[src/rtl/swcfg_pkg.sv]
package swcfg_pkg;

  // Byte offsets inside one four-address window
  typedef enum logic [1:0] {
    OFS_RSV0 = 2'd0,
    OFS_RSV1 = 2'd1,
    OFS_DATA = 2'd2,
    OFS_CTRL = 2'd3
  } win_ofs_e;

  localparam logic [7:0] IDLE_READ = 8'hFF;

endpackage

[src/rtl/swcfg_decode.sv]
module swcfg_decode #(
  parameter int unsigned ADDR_W    = 16,
  parameter int unsigned N_WIN     = 12,
  parameter int unsigned BASE      = 'h841C,
  parameter int unsigned STRIDE    = 'h0100,
  localparam int unsigned WIN_IDX_W = (N_WIN > 1) ? $clog2(N_WIN) : 1
) (
  input  logic [ADDR_W-1:0]    addr,
  output logic [N_WIN-1:0]     win_sel,
  output logic [WIN_IDX_W-1:0] win_idx,
  output swcfg_pkg::win_ofs_e  ofs,
  output logic                 hit
);

  // One comparator per window on the address bits above the 2-bit offset
  for (genvar g = 0; g < N_WIN; g++) begin : g_win
    localparam logic [ADDR_W-1:0] WIN_BASE = ADDR_W'(BASE + g * STRIDE);
    assign win_sel[g] = (addr[ADDR_W-1:2] == WIN_BASE[ADDR_W-1:2]);
  end

  always_comb begin
    win_idx = '0;
    for (int i = 0; i < N_WIN; i++) begin
      if (win_sel[i]) win_idx = WIN_IDX_W'(i);
    end
  end

  assign ofs = swcfg_pkg::win_ofs_e'(addr[1:0]);
  assign hit = |win_sel;

endmodule

[src/rtl/swcfg_store.sv]
module swcfg_store #(
  parameter int unsigned N_WIN     = 12,
  parameter int unsigned N_BANK    = 2,
  parameter int unsigned DATA_W    = 8,
  parameter int unsigned BANK_BIT  = 6,
  parameter logic [DATA_W-1:0] RESET_VAL = '0,
  localparam int unsigned N_ENT     = N_WIN * N_BANK,
  localparam int unsigned WIN_IDX_W = (N_WIN > 1) ? $clog2(N_WIN) : 1,
  localparam int unsigned BANK_W    = (N_BANK > 1) ? $clog2(N_BANK) : 1,
  localparam int unsigned ENT_IDX_W = (N_ENT > 1) ? $clog2(N_ENT) : 1
) (
  input  logic                 clk,
  input  logic                 rst_n,
  input  logic                 wr_data_en,
  input  logic                 wr_bank_en,
  input  logic [WIN_IDX_W-1:0] win_idx,
  input  logic [DATA_W-1:0]    wdata,
  output logic [DATA_W-1:0]    rd_entry
);

  logic [BANK_W-1:0]              bank_q, bank_d;
  logic [N_ENT-1:0][DATA_W-1:0]   mem_q, mem_d;
  logic [N_ENT-1:0]               ent_we;
  logic [ENT_IDX_W-1:0]           ent_idx;

  // Entry index: position in bank plus bank offset; old bank applies
  assign ent_idx = ENT_IDX_W'(ENT_IDX_W'(bank_q) * ENT_IDX_W'(N_WIN))
                 + ENT_IDX_W'(win_idx);

  assign bank_d = wr_bank_en ? wdata[BANK_BIT +: BANK_W] : bank_q;

  always_ff @(posedge clk or negedge rst_n) begin
    if (!rst_n) bank_q <= '0;
    else        bank_q <= bank_d;
  end

  for (genvar e = 0; e < N_ENT; e++) begin : g_ent
    assign ent_we[e] = wr_data_en && (ent_idx == ENT_IDX_W'(e));
    assign mem_d[e]  = ent_we[e] ? wdata : mem_q[e];

    always_ff @(posedge clk or negedge rst_n) begin
      if (!rst_n) mem_q[e] <= RESET_VAL;
      else        mem_q[e] <= mem_d[e];
    end
  end

  assign rd_entry = mem_q[ent_idx];

  // the bank register moves only on a bank-control write
  p_bank_hold_r7: assert property (@(posedge clk) disable iff (!rst_n)
    !wr_bank_en |=> $stable(bank_q));

  // no entry changes without a data-offset write
  p_entry_hold_r6: assert property (@(posedge clk) disable iff (!rst_n)
    !wr_data_en |=> $stable(mem_q));

  // a data write leaves its value in the addressed entry
  p_entry_written_r4: assert property (@(posedge clk) disable iff (!rst_n)
    wr_data_en |=> (mem_q[$past(ent_idx)] == $past(wdata)));

endmodule

[src/rtl/swcfg_window.sv]
module swcfg_window #(
  parameter int unsigned ADDR_W    = 16,
  parameter int unsigned DATA_W    = 8,
  parameter int unsigned N_WIN     = 12,
  parameter int unsigned N_BANK    = 2,
  parameter int unsigned BASE      = 'h841C,
  parameter int unsigned STRIDE    = 'h0100,
  parameter int unsigned BANK_BIT  = 6,
  parameter logic [DATA_W-1:0] RESET_VAL = '0,
  localparam int unsigned WIN_IDX_W = (N_WIN > 1) ? $clog2(N_WIN) : 1
) (
  input  logic              clk,
  input  logic              rst_n,
  input  logic [ADDR_W-1:0] io_addr,
  input  logic              io_rd,
  input  logic              io_wr,
  input  logic [DATA_W-1:0] io_wdata,
  output logic [DATA_W-1:0] io_rdata,
  output logic              io_hit
);
  import swcfg_pkg::*;

  localparam logic [DATA_W-1:0] MISS_VAL = DATA_W'(IDLE_READ);

  logic [N_WIN-1:0]     win_sel;
  logic [WIN_IDX_W-1:0] win_idx;
  win_ofs_e             ofs;
  logic                 hit;
  logic                 wr_data_en, wr_bank_en, rd_data_sel;
  logic [DATA_W-1:0]    rd_entry;
  logic [DATA_W-1:0]    rdata_q, rdata_d;

  swcfg_decode #(
    .ADDR_W (ADDR_W),
    .N_WIN  (N_WIN),
    .BASE   (BASE),
    .STRIDE (STRIDE)
  ) i_decode (
    .addr    (io_addr),
    .win_sel (win_sel),
    .win_idx (win_idx),
    .ofs     (ofs),
    .hit     (hit)
  );

  assign wr_data_en  = io_wr && hit && (ofs == OFS_DATA);
  assign wr_bank_en  = io_wr && win_sel[N_WIN-1] && (ofs == OFS_CTRL);
  assign rd_data_sel = hit && (ofs == OFS_DATA);

  swcfg_store #(
    .N_WIN     (N_WIN),
    .N_BANK    (N_BANK),
    .DATA_W    (DATA_W),
    .BANK_BIT  (BANK_BIT),
    .RESET_VAL (RESET_VAL)
  ) i_store (
    .clk        (clk),
    .rst_n      (rst_n),
    .wr_data_en (wr_data_en),
    .wr_bank_en (wr_bank_en),
    .win_idx    (win_idx),
    .wdata      (io_wdata),
    .rd_entry   (rd_entry)
  );

  // Read register: loads on the strobe, holds otherwise
  always_comb begin
    rdata_d = rdata_q;
    if (io_rd) rdata_d = rd_data_sel ? rd_entry : MISS_VAL;
  end

  always_ff @(posedge clk or negedge rst_n) begin
    if (!rst_n) rdata_q <= MISS_VAL;
    else        rdata_q <= rdata_d;
  end

  assign io_rdata = rdata_q;
  assign io_hit   = hit;

  // window comparators never overlap
  p_one_window_r2: assert property (@(posedge clk) disable iff (!rst_n)
    $onehot0(win_sel));

  // a read that misses the data offset returns the idle byte
  p_miss_reads_ff_r5: assert property (@(posedge clk) disable iff (!rst_n)
    (io_rd && !rd_data_sel) |=> (io_rdata == MISS_VAL));

  // read data is held without a strobe
  p_rdata_hold_r9: assert property (@(posedge clk) disable iff (!rst_n)
    !io_rd |=> $stable(io_rdata));

endmodule

[config.mk]
export PLATFORM = sky130hd
export DESIGN_NAME = swcfg_window
export DESIGN_NICKNAME = d
export VERILOG_FILES = /design/src/rtl/swcfg_pkg.sv /design/src/rtl/swcfg_decode.sv /design/src/rtl/swcfg_store.sv /design/src/rtl/swcfg_window.sv
export SDC_FILE = /design/constraint.sdc
export NUM_CORES = 1
export LEC_CHECK = 0
export BUFFER_PORTS_ARGS = -buffer_cell sky130_fd_sc_hd__buf_4
export CORE_ASPECT_RATIO = 1.2
export CORE_UTILIZATION = 60
export DETAILED_ROUTE_END_ITERATION = 12
export MAX_ROUTING_LAYER = met4
export PLACE_DENSITY = 0.78
export SLEW_MARGIN = 10
export SYNTH_ARGS = -nofsm -noshare
export SYNTH_HDL_FRONTEND = slang
export SYNTH_HIERARCHICAL = 1
export SYNTH_SLANG_ARGS = --single-unit
[constraint.sdc]
create_clock -name clk -period 3.1 [get_ports clk]
set_clock_uncertainty 0.1 [all_clocks]
set_input_delay 0.465 -clock clk [delete_from_list [all_inputs] [get_ports clk]]
set_output_delay 0.465 -clock clk [all_outputs]
set_load 0.01 [all_outputs]
==> impl_results.md, run 1 <==
* Port bufs at 36
* Final Slew Violations at 0
* Residual DRC at 0
* Layout cell share with drive strength beyond 1 at 49.2%
* Cells after Synth at 726
* Post-route minimum period at 3.09 ns
* Worst-path maximum fanout at 8
* Clk_lat worst skew at 0.51 ns
* Syn_nets at 756
* Final antenna-violating net count at 0
* Cell Pwr Density at 441 nW/um^2
* Number of global-route vias before repair at 6891
* Required time of the worst setup path at 3.42 ns
* Final setup viols at 0
* Final Net Count at 839
* Worst VDD drop at 0.000421 V
* Least-Margin Pin Slew at 0.703 ns
* GRT Util Overall at 31.3%
* Leak at 0.00529 uW
* Clock Tree Root: clkbuf_16
* Mapped cell area at 9700 sq um
* Hold Slack at 0.156 ns
* CTS tree: built
* Initial antenna violation count at 0
* GRT overflow at 0
* Fin. Hold Viols at 0
* Critical Path AT at 3.41 ns
* Hpwl dp at 16300 microns
* Critical path endpoint category: register
* H-Tree Depth at 1
* Max-cap viol count at 0
* Post-layout util at 74.4%
* CTS clk-pin slew, worst paths at 0.06 ns
* First-pass GRT wire length at 38500 microns
* DR WL/cell at 23.2 microns
* Iteration-0 DRC count of the detailed router at 316
* Post-Place Setup Slack at -0.610 ns
* Worst min path class: in2reg
* Setup ws final at 0.0106 ns
* Num rows at 50
* Outcome: complete, no violations
* Period utilisation layout at 99.7%
* Clock buffer depth at 3
* RSZ-0062 raised after global routing: true
* Fin cells at 1031
* 1st-pass router iterations at 4
* Slew margin rel. at 53.1%
* Setup tns final at 0 ns
* Via count at 6268
* ANT cells at 0
* Chip height at 141 microns
* Placer Congestion at 0.931
* I/O pins at 37
* Syn avg cell area at 13.4 sq um
* Yosys warns at 6
* Crit Path Category: in2reg
* Initial Util at 61.8%
* CTS Buf Count at 21
* Die width at 118 microns
* Placed cell count at 991
* Die footprint at 16700 sq um
* Startpoint Class: input pin
* Area growth syn-to-layout at 20.4%
* Fmax achieved at 324 MHz
* Core ar. at 15700 sq um
* Post-DR vias/cell at 6.08
* CTS sink count at 201
* Fillers at 1023
* Final wirelength at 23900 microns
* Pin count of the biggest net entering global routing at 84
==> worst paths after layout <==
kind	from	to	slack [ns]	depth (start not counted)
setup / recovery	io_addr[13]	io_rdata[1]	0.01	13
hold / removal	io_rd	io_rdata[4]	0.16	2
setup reg to reg	i_store/bank_q	io_rdata[1]	0.40	10
hold reg to reg	io_rdata[7]	io_rdata[7]	0.39	2
max in group asynchronous	rst_n	i_store/mem_q[59]	1.64	3
min in group asynchronous	rst_n	i_store/mem_q[106]	0.49	2
==> registers in the layout, summed over array words and instances, names as in the netlist <==
name and flops:
i_store/mem_q 192, io_rdata 8, i_store/bank_q 1
==> routing by layer <==
layer / wire, microns / up-vias / GRT usage, %
met2: 12300 / 145 / 52.4
met3: 977 / 63 / 3.26
met5: 0 / - / -
met4: 1120 / 0 / 14.7
li1: - / 2825 / -
met1: 9560 / 3235 / 38.4
==> layout by cell type (no fill, tap or decap), types with 3 or more instances in the layout <==
| cell type | instances |
|---|---|
| mux2_2 | 177 |
| o22ai_1 | 8 |
| a31oi_1 | 16 |
| a221oi_1 | 3 |
| inv_1 | 10 |
| clkbuf_1 | 6 |
| clkbuf_8 | 5 |
| dfstp_2 | 8 |
| clkinv_2 | 4 |
| nor4_2 | 4 |
| buf_12 | 17 |
| nand2b_1 | 5 |
| o221ai_4 | 5 |
| mux2i_1 | 95 |
| o221ai_2 | 3 |
| nor2b_1 | 4 |
| nor2_2 | 9 |
| a21oi_2 | 4 |
| clkbuf_16 | 21 |
| dfrtp_1 | 193 |
| nor2_4 | 4 |
| nand2_1 | 13 |
| a22oi_1 | 24 |
| nor2_1 | 12 |
| a21oi_1 | 12 |
| buf_4 | 96 |
| mux2_4 | 15 |
| a221oi_2 | 5 |
==> worst max-delay path: stages <==
cell and delay, ns:
buf_6 0.09, or4b_4 0.57, nor4_4 0.15, ha_2 0.21, inv_2 0.04, fa_2 0.51, buf_6 0.16, or3b_4 0.48
o221ai_2 0.23, a21oi_1 0.11, a21oi_1 0.16, inv_1 0.07, a31oi_1 0.16
==> report_power, final <==
group / total, uW / internal [uW] / switching (uW)
registers: 2620 / 2620 / 0.257
logic: 161 / 41.7 / 119
clock network: 2370 / 1350 / 1020
==> through the flow <==
stage               instance area [sq um]  power (uW)
floorplan                            9840        2710
global placement                    10800        2820
detailed placement                  10800        2830
CTS                                 11600        5200
global route                        11700        5320
finish                              11700        5150
==> final cells by class <==
| type | count | area, sq um | area share [%] |
|---|---|---|---|
| sequential | 201 | 5040 | 43.2 |
| multi-input combinational | 456 | 4580 | 39.2 |
| timing repair buffer | 117 | 1110 | 9.48 |
| clock buffer | 31 | 603 | 5.17 |
| tap | 208 | 260 | 2.23 |
| inverter | 12 | 45.0 | 0.386 |
| clock inverter | 6 | 37.5 | 0.322 |
==> timing repair <==
action	in CTS	in global routing
hold buffers	1	0
hold endpoints to repair	71	0
setup endpoints to repair	8	76
pin swaps	5	7
buffers inserted	2	0
resized for setup	12	21
(Power assumes the default switching activity.)
==> run 2, diff against run 1 <==
- RECOVER_POWER: unset -> 100
==> impl_results.md, run 2 (synthesis gave the netlist of run 1 again) <==
* Worst r2r path cells at 10 (unchanged)
* CTS Buf Count at 21 (unchanged)
* Crit path launch: io_addr[13]
* Number of global-route vias before repair at 6891 (unchanged)
* ANT cells at 0 (unchanged)
* Fmax achieved at 324 MHz (unchanged)
* DR WL/cell at 23.2 microns (about the same)
* Required time of the worst setup path at 3.42 ns (about the same)
* Slew margin rel. at -43.2% (-96 points)
* Most frequent cells in the layout: dfrtp_1 (193), mux2_2 (177), mux2i_1 (95)
* Worst-path maximum fanout at 8 (unchanged)
* CTS clk-pin slew, worst paths at 0.06 ns (about the same)
* Port bufs at 36 (unchanged)
* Hold Slack at 0.158 ns (+0.00191 ns)
* Leak at 0.00527 uW (-0.25%)
* Worst min path class: in2reg
* CP peak stage delay at 0.57 ns (about the same)
* Period utilisation layout at 99.7% (about the same)
* Clock Tree Root: clkbuf_16
* Pin count of the biggest net entering global routing at 84 (unchanged)
* Fin cells at 1031 (unchanged)
* Post-route minimum period at 3.09 ns (+0.00000330 ns)
* Outcome: complete, but fails checks
* Worst r2r src: i_store/bank_q
* First-pass GRT wire length at 38500 microns (unchanged)
* Startpoint Class: input pin
* RSZ-0062 raised after global routing: true
* Worst hold endpoint: io_rdata[4]
* Fin. Hold Viols at 0 (unchanged)
* Iteration-0 DRC count of the detailed router at 313 (-0.95%)
* Die width at 118 microns (unchanged)
* Least-Margin Pin Slew at 2.15 ns (+1.45 ns)
* Largest Register: i_store/mem_q
* H-Tree Depth at 1 (unchanged)
* Initial Util at 61.8% (unchanged)
* Worst VDD drop at 0.000421 V (about the same)
* Setup ws final at 0.0106 ns (-0.00000330 ns)
* Final antenna-violating net count at 0 (unchanged)
* Num rows at 50 (unchanged)
* Chip height at 141 microns (unchanged)
* Core ar. at 15700 sq um (unchanged)
* Max-cap viol count at 1 (+1)
* CTS tree: built
* Initial antenna violation count at 0 (unchanged)
* Max reg flops at 192 (unchanged)
* I/O pins at 37 (unchanged)
* Crit-path cells: buf_6 > or4b_4 > nor4_4 > ha_2 > inv_2 > fa_2 > buf_6 > or3b_4 > o221ai_2 > a21oi_1 > a21oi_1 > inv_1 > a31oi_1
* Via count at 6271 (+0.048%)
* Die footprint at 16700 sq um (unchanged)
* Min-Delay Path Depth at 2 (unchanged)
* Clk_lat worst skew at 0.51 ns (about the same)
* Final Net Count at 839 (unchanged)
* Most common cell after layout, fill and taps aside: dfrtp_1
* Clock buffer depth at 3 (unchanged)
* Residual DRC at 0 (unchanged)
* Final setup viols at 0 (unchanged)
* Critical Path AT at 3.41 ns (about the same)
* HP Start: io_rd
* Failing checks: max-capacitance violations, max-slew violations
* Post-DR vias/cell at 6.08 (about the same)
* Layout cell share with drive strength beyond 1 at 48.5% (-0.73 points)
* Cell Pwr Density at 442 nW/um^2 (about the same)
* Post-layout util at 74.3% (-0.088 points)
* R2R Path End: io_rdata[1]
* Area growth syn-to-layout at 20.2%
* 1st-pass router iterations at 4 (unchanged)
* Final Slew Violations at 82 (+82)
* Crit Path Category: in2reg
* Final wirelength at 23900 microns (about the same)
* GRT Util Overall at 31.3% (unchanged)
* Critical path endpoint category: register
* Placer Congestion at 0.931 (unchanged)
* Slowest stage cell on the critical path: or4b_4
* R2r setup slk at 0.40 ns (about the same)
* Placed cell count at 991 (unchanged)
* Fillers at 1025 (+0.20%)
* Hpwl dp at 16300 microns (unchanged)
* GRT overflow at 0 (unchanged)
* CTS sink count at 201 (unchanged)
* Post-Place Setup Slack at -0.610 ns (unchanged)
## run 2: cell counts in the layout (fill, tap and decap cells not counted)
Identical to the previous run, type by type.
## run 2: per-layer routing
metal	vias up	global-route usage (%)	routed length (microns)
met1	3226	38.4	9560
met3	65	3.26	1020
met4	0	14.7	1130
li1	2827	-	-
met2	153	52.4	12200
met5	-	-	0
## run 2: layout make-up
cell class	instances	area, sq um	area share, %
sequential	201	5040	43.2
clock inverter	6	37.5	0.322
clock buffer	31	603	5.17
tap	208	260	2.23
inverter	12	45.0	0.386
timing repair buffer	117	1090	9.38
multi-input combinational	456	4580	39.3
## run 2: power breakdown
part,total [uW],internal (uW),switching [uW]
combinational,159,40.4,119
clock,2370,1350,1020
sequential,2620,2620,0.258
total,5150,4010,1140
## run 2: critical path: cells and delay by family
kind	cells	cell delay, ns
AND/OR/NAND/NOR	3	1.20
adder cells (fa/ha/maj)	2	0.72
AO/OA/AOI/OAI	4	0.66
buffers and inverters	4	0.36
## run 2: what timing repair did
action | CTS | global route
hold buffers | 1 | 0
resized for setup | 12 | 21
pin swaps | 5 | 7
setup endpoints to repair | 8 | 76
setup buffers | 2 | 0
hold endpoints to repair | 71 | 0
## run 2: worst max-delay path by stage
stage	to	slack, ns	cells past startpoint
floorplan	i_store/mem_q[152]	-0.21	12
global placement	io_rdata[2]	-0.61	13
detailed placement	io_rdata[1]	-0.61	13
CTS	io_rdata[1]	-0.01	13
global route	io_rdata[1]	-0.05	13
finish	io_rdata[1]	0.01	13
## run 2: stage by stage
stage	TNS, ns	area, sq um	total power [uW]
after floorplan	-22.70	9840	2710
after global placement	-58.71	10800	2820
after detailed placement	-65.28	10800	2830
after CTS	-0.0111	11600	5200
after global routing	-0.284	11700	5310
final	0	11700	5150
